File: src/rtl/dss_pkg.sv
package dss_pkg;
  localparam int unsigned REG_W   = 8;
  localparam int unsigned NUM_GPR = 4;
  localparam int unsigned IR_W    = 16;
  localparam int unsigned CTRL_W  = 8;
  localparam int unsigned SNAP_W  = (NUM_GPR + 1) * REG_W + IR_W;
  localparam int unsigned CHAIN_W = CTRL_W + SNAP_W;
  localparam int unsigned CTRL_SEL_BIT  = 1;
  localparam int unsigned CTRL_GATE_BIT = 2;

  typedef struct packed {
    logic [CTRL_W-1:0]        ctrl;
    logic [NUM_GPR*REG_W-1:0] gpr;
    logic [REG_W-1:0]         pc;
    logic [IR_W-1:0]          ir;
  } chain_t;
endpackage

File: src/rtl/dss_sync_edge.sv
module dss_sync_edge #(
  parameter int unsigned WIDTH  = 1,
  parameter int unsigned STAGES = 2
) (
  input  logic             clk,
  input  logic             rst_n,
  input  logic [WIDTH-1:0] async_in,
  output logic [WIDTH-1:0] lvl,
  output logic [WIDTH-1:0] rise,
  output logic [WIDTH-1:0] fall
);
  logic [WIDTH-1:0][STAGES:0] pipe;

  for (genvar g = 0; g < WIDTH; g++) begin : g_bit
    always_ff @(posedge clk or negedge rst_n) begin
      if (!rst_n) pipe[g] <= '0;
      else        pipe[g] <= {pipe[g][STAGES-1:0], async_in[g]};
    end
    assign lvl[g]  = pipe[g][STAGES-1];
    assign rise[g] = pipe[g][STAGES-1] & ~pipe[g][STAGES];
    assign fall[g] = ~pipe[g][STAGES-1] & pipe[g][STAGES];
  end
endmodule

File: src/rtl/dss_load_arm.sv
module dss_load_arm (
  input  logic clk,
  input  logic rst_n,
  input  logic arm_evt,
  input  logic step_rise,
  input  logic step_fall,
  output logic load_en,
  output logic loaded
);
  always_ff @(posedge clk or negedge rst_n) begin
    if (!rst_n) begin
      load_en <= 1'b0;
      loaded  <= 1'b0;
    end else if (arm_evt) begin
      load_en <= 1'b1;
      loaded  <= 1'b0;
    end else if (step_rise && load_en) begin
      loaded  <= 1'b1;
    end else if (step_fall && loaded) begin
      load_en <= 1'b0;
      loaded  <= 1'b0;
    end
  end
endmodule

File: src/rtl/dss_chain.sv
module dss_chain
  import dss_pkg::*;
(
  input  logic              clk,
  input  logic              rst_n,
  input  logic              step,
  input  logic              load_en,
  input  logic              ser_in,
  input  logic [SNAP_W-1:0] snap,
  output chain_t            q
);
  always_ff @(posedge clk or negedge rst_n) begin
    if (!rst_n) begin
      q <= '0;
    end else if (step) begin
      if (load_en) q <= {q.ctrl, snap};
      else         q <= {q[CHAIN_W-2:0], ser_in};
    end
  end
endmodule

File: src/rtl/dbg_shadow_scan.sv
module dbg_shadow_scan
  import dss_pkg::*;
#(
  parameter int unsigned SYNC_STAGES = 2
) (
  input  logic                     clk,
  input  logic                     rst_n,
  input  logic                     sclk_in,
  input  logic                     mosi_in,
  output logic                     miso_out,
  input  logic                     cpu_clk_in,
  input  logic [NUM_GPR*REG_W-1:0] cpu_gpr,
  input  logic [REG_W-1:0]         cpu_pc,
  input  logic [IR_W-1:0]          cpu_ir,
  output logic                     dec_use_shadow,
  output logic                     dec_gate_loads,
  output logic [IR_W-1:0]          shadow_ir
);
  localparam int unsigned N_SYNC = 3;

  logic [N_SYNC-1:0] s_lvl, s_rise, s_fall;
  logic   mosi_s, sclk_rise, sclk_fall, cpu_fall;
  logic   load_en, loaded;
  chain_t chain;
  logic   sync_unused;

  dss_sync_edge #(.WIDTH(N_SYNC), .STAGES(SYNC_STAGES)) u_sync (
    .clk      (clk),
    .rst_n    (rst_n),
    .async_in ({cpu_clk_in, sclk_in, mosi_in}),
    .lvl      (s_lvl),
    .rise     (s_rise),
    .fall     (s_fall)
  );

  assign mosi_s    = s_lvl[0];
  assign sclk_rise = s_rise[1];
  assign sclk_fall = s_fall[1];
  assign cpu_fall  = s_fall[2];
  assign sync_unused = &{1'b0, s_lvl[2:1], s_rise[2], s_rise[0], s_fall[0]};

  dss_load_arm u_arm (
    .clk       (clk),
    .rst_n     (rst_n),
    .arm_evt   (cpu_fall),
    .step_rise (sclk_rise),
    .step_fall (sclk_fall),
    .load_en   (load_en),
    .loaded    (loaded)
  );

  dss_chain u_chain (
    .clk     (clk),
    .rst_n   (rst_n),
    .step    (sclk_rise),
    .load_en (load_en),
    .ser_in  (mosi_s),
    .snap    ({cpu_gpr, cpu_pc, cpu_ir}),
    .q       (chain)
  );

  assign miso_out       = chain[CHAIN_W-1];
  assign dec_use_shadow = chain.ctrl[CTRL_SEL_BIT];
  assign dec_gate_loads = chain.ctrl[CTRL_GATE_BIT];
  assign shadow_ir      = chain.ir;
endmodule

File: config.mk
export PLATFORM = sky130hd
export DESIGN_NAME = dbg_shadow_scan
export DESIGN_NICKNAME = d
export VERILOG_FILES = /design/src/rtl/dss_pkg.sv /design/src/rtl/dss_sync_edge.sv /design/src/rtl/dss_load_arm.sv /design/src/rtl/dss_chain.sv /design/src/rtl/dbg_shadow_scan.sv
export SDC_FILE = /design/constraint.sdc
export NUM_CORES = 1
export LEC_CHECK = 0
export BUFFER_PORTS_ARGS = -buffer_cell sky130_fd_sc_hd__buf_2
export CORE_ASPECT_RATIO = 1.2
export CORE_MARGIN = 4
export CORE_UTILIZATION = 40
export CTS_BUF_LIST = sky130_fd_sc_hd__clkbuf_2 sky130_fd_sc_hd__clkbuf_4 sky130_fd_sc_hd__clkbuf_8
export CTS_CLUSTER_DIAMETER = 100
export DETAILED_ROUTE_END_ITERATION = 6
export PLACE_DENSITY = 0.68
export SLEW_MARGIN = 30
export SYNTH_ARGS = -nofsm -noshare
export SYNTH_HDL_FRONTEND = slang
export SYNTH_HIERARCHICAL = 1
export SYNTH_SLANG_ARGS = --single-unit
export TNS_END_PERCENT = 30
File: constraint.sdc
create_clock -name clk -period 3.8 [get_ports clk]
set_input_delay 0.76 -clock clk [delete_from_list [all_inputs] [get_ports clk]]
set_output_delay 0.76 -clock clk [all_outputs]
set_load 0.05 [all_outputs]
# After elaboration in Yosys (flattened, before gate mapping)

Index checks and enable logic that the tools add are counted.

Equality and inequality tests: 1
Mux-type cells: 6
Bitwise gates (word level): 7
Reductions and logical operators: 6

Operator list:

| operator                             | count |
|---|---|
| 2-to-1 mux 56 bit                    | 1 |
| 2-to-1 mux 1 bit                     | 5 |
| NOT 1 bit                            | 4 |
| AND reduction 2 bit                  | 2 |
| AND 1 bit                            | 3 |
| nonzero test 3 bit                   | 1 |
| logical AND 1 bit                    | 2 |
| != test 2 bit, second input constant | 1 |
| nonzero test 2 bit                   | 1 |

Bits in registers: 74
Word-level logic and storage cells: 29

# Longest topological paths before layout

Depth after elaboration: 6
Mapped depth: 6
Depth with buffers taken out: 3

# Modules after synthesis

The synthesis kept the hierarchy.

Modules (own cells, without submodules):

| module        | instances | cells each | area each (um^2) |
|---|---|---|---|
| dss_chain     | 1         | 261        | 2,865.2 |
| dss_sync_edge | 1         | 18         | 285.3 |
| dss_load_arm  | 1         | 7          | 80.1 |

# Least setup slack after synthesis

OpenSTA, ideal clock, no wires.

Path type: reg-to-reg
From: register u_sync.pipe, in the netlist u_sync/lvl[1]
To: register u_chain/q[58] (netlist name)
Setup time: 0.128 ns
Arrival: 1.282 ns
Required time: 3.672 ns
Setup slack: 2.390 ns
Stages on the path, launching flop included: 6
Path through: dfrtp_1 > nor2b_1 > buf_2 > nor2b_1 > buf_2 > mux2_1

Word-level cells in the longest chain between the ends: 2

RTL lines:

| what                             | line                  | RTL |
|---|---|---|
| start: declaration               | dss_sync_edge.sv:12   | `logic [WIDTH-1:0][STAGES:0] pipe;` |
| start signal: indexed assignment | dss_sync_edge.sv:17   | `else pipe[g] <= {pipe[g][STAGES-1:0], async_in[g]};` |
| AND 1 bit                        | dss_sync_edge.sv:20   | `assign rise[g] = pipe[g][STAGES-1] & ~pipe[g][STAGES];` |
| net s_rise[1]                    | dbg_shadow_scan.sv:21 | `logic [N_SYNC-1:0] s_lvl, s_rise, s_fall;` |
| AND reduction 2 bit (no line)    | --                    |  |
| end signal: assignment           | dss_chain.sv:16       | `if (load_en) q <= {q.ctrl, snap};` |
| end signal: assignment           | dss_chain.sv:17       | `else q <= {q[CHAIN_W-2:0], ser_in};` |
| end: declaration                 | dss_chain.sv:10       | `output chain_t q` |

The timed path passes the listed nets, and every way through them passes these cells.
A chain may end at the register's enable or synchronous reset.

# Final worst setup path

From: register u_arm.load_en
To: register u_chain/q[61] (netlist name)

Word-level cells in the longest chain between the ends: 2

RTL lines:

| what                          | line               | RTL |
|---|---|---|
| start: declaration            | dss_load_arm.sv:7  | `output logic load_en,` |
| start signal: assignment      | dss_load_arm.sv:12 | `load_en <= 1'b0;` |
| start signal: assignment      | dss_load_arm.sv:15 | `load_en <= 1'b1;` |
| start signal: assignment      | dss_load_arm.sv:20 | `load_en <= 1'b0;` |
| NOT 1 bit (no line)           | --                 |  |
| AND reduction 2 bit (no line) | --                 |  |

No other way between the ends.

==> impl_metrics.tcl <==
set metrics [dict create \
    final_core_util_pct 49.8 \
    hold_violations 0 \
    setup_viol 0 \
    pwr-share-clk_pct 31.4 \
    cp-endpoint "u_chain/q[61]" \
    drc 0 \
    fin_ws_ps 1780 \
    finClkSkew_ps 6.21 \
    p_switching_w 0.000650 \
    crit_path_max_incr_delay_ps 670 \
    startpoint "u_arm/load_en" \
    first_pass_iters 4 \
    gp_congestion 0.663 \
    status "complete, no violations" \
    maxCapViolations 0 \
    hp-class "flop to flop" \
    overflow 0 \
    dp_hpwl_um 3770 \
    ys_warn_count 6 \
    cp_slowest_cell "dfrtp_4" \
    grt_pass1_wl_um 9400 \
    path_clk_slew_ps 70 \
    wl_um 5730 \
    final_cells 448 \
    rsz0062_at_grt "no" \
    irDropWorstVdd_uv 270 \
    place_ws_ps 1780 \
    drt_iter0_drc 52 \
    seq_area_um2 1860 \
    cts_tree "done" \
    setup-tns-final_ps 0 \
    hold_ws_ps 353 \
    power.internal_w 0.00148 \
    num_rows 35 \
    syn_area_um2 3170 \
    cp_cell_sequence "buf_12 -> nor2b_1 -> mux2_1" \
    tightest_slew_ps 735 \
    initial_core_util_pct 41.2 \
    crit_fanout 32 \
    crit_required_ps 4010 \
    clk-insertion-delay-late_ps 330 \
    routedWlPerCell_um 12.8 \
    via_count 2173 \
    n_antenna_cell 0 \
    period_share_pct 53.0 \
    htreeDepth 3 \
    port_buffers 79 \
    period_needed_ps 2020 \
    regToRegStartpoint "u_arm/load_en" \
    postCtsResizedCells 0 \
    cts-root-buf "clkbuf_8" \
    grt_pass1_vias 2164 \
    multi_input_area_um2 1200 \
    synthCells 280 \
    die_x_um 89.3 \
    rr_worst_depth 3 \
    max_freq_mhz 496 \
    ff2ff_setup_slack_ps 1780 \
    fillers 730 \
    grt_use_total_pct 12.8 \
    place_inst 431 \
    antenna_found_initial 0 \
    grt_max_degree 115 \
    cts.sinks 74 \
    slew-limit-headroom_pct 51.0 \
    p_per_area_nw_per_um2 555 \
    arrival_ps 2230 \
    fp.coreArea_um2 7710 \
    endpoint_kind "flop" \
    p_seq_share_pct 47.4 \
    worst-setup-path-type "flop to flop" \
    p_sw_share_pct 30.6 \
    drive_gt1_share_pct 27.8 \
    ios 80 \
    antenna_left 0 \
    r2r-end "u_chain/q[61]" \
    viasPerCell 4.85 \
    area_growth_pct 20.9 \
    startpoint_type "flop" \
    worst-path-stages 3 \
    cts_made_buffers 9 \
    ctsHoldBuffers 0 \
    die_area_um2 9420 \
    die_h_um 106 \
    p_leak_nw 2.00 \
    pwr-share-comb_pct 21.3 \
    final-max-slew-violation-count 0 \
    syn_nets 341 \
    final_nets 412 \
    critical_path_buf_inv_count 1 \
    synth_area_per_cell_um2 11.3 \
    clockBufferDepth 2 \
    cp_top_family "flip-flops" \
    cts_setup_buffers 0 \
]
through the flow:
stage	area (µm²)	total power, W
floorplan	3170	0.00135
global placement	3580	0.00146
detailed placement	3580	0.00148
CTS	3810	0.00217
global route	3830	0.00226
finish	3830	0.00213
state kept, by name, summed over array words and instances, names as in the netlist:
name	flops
u_arm/loaded	1
u_sync/lvl	3
u_sync/pipe	5
u_arm/load_en	1
u_chain/q	64
routing by layer:
metal / routed length [µm] / track usage (%) / up-vias / share of wire [%]
met5: 0 / 0 / - / 0
met4: 88 / 5.43 / 0 / 1.5
met3: 355 / 3.36 / 9 / 6.2
met2: 2820 / 21.1 / 55 / 49
met1: 2470 / 15.4 / 1011 / 43
li1: - / - / 1098 / -
final cells by class:
| cell class | count | area share, % |
|---|---|---|
| Multi-Input combinational cell | 185 | 31.4 |
| Tap cell | 92 | 3.00 |
| Timing Repair Buffer | 81 | 11.3 |
| Clock inverter | 6 | 2.35 |
| Sequential cell | 74 | 48.4 |
| Clock buffer | 10 | 3.59 |
worst min path at each step:
stage | startpoint | to | slack, ps | cells past startpoint
3_3_place_gp | u_sync/pipe[3] | u_sync/lvl[1] | 330 | 0
2_1_floorplan | u_sync/pipe[0] | u_sync/lvl[0] | 330 | 0
4_1_cts | u_sync/pipe[3] | u_sync/lvl[1] | 360 | 0
3_5_place_dp | u_sync/pipe[0] | u_sync/lvl[0] | 340 | 0
5_1_grt | u_sync/pipe[3] | u_sync/lvl[1] | 370 | 0
6_report | u_sync/pipe[0] | u_sync/lvl[0] | 350 | 0
placed cells by master, fill, tap and decap left out:
master,n
a21o_1,1
a21oi_1,57
buf_12,1
buf_2,78
buf_6,2
bufinv_16,2
clkbuf_8,10
clkinv_2,1
clkinv_4,2
clkinvlp_4,1
dfrtp_1,73
dfrtp_4,1
mux2_1,8
mux2i_1,56
nand2_1,1
nand2b_1,1
nand3b_1,1
nor2_1,56
nor2b_1,3
nor2b_4,1
power by group through the flow:
stage	logic, W	clock network [W]	registers, W
after floorplan	0.000224	0	0.00113
after global placement	0.000427	0	0.00104
after detailed placement	0.000439	0	0.00104
after CTS	0.000440	0.000698	0.00103
after global routing	0.000493	0.000740	0.00103
final	0.000453	0.000668	0.00101
Power figures use the tool's default switching activity.
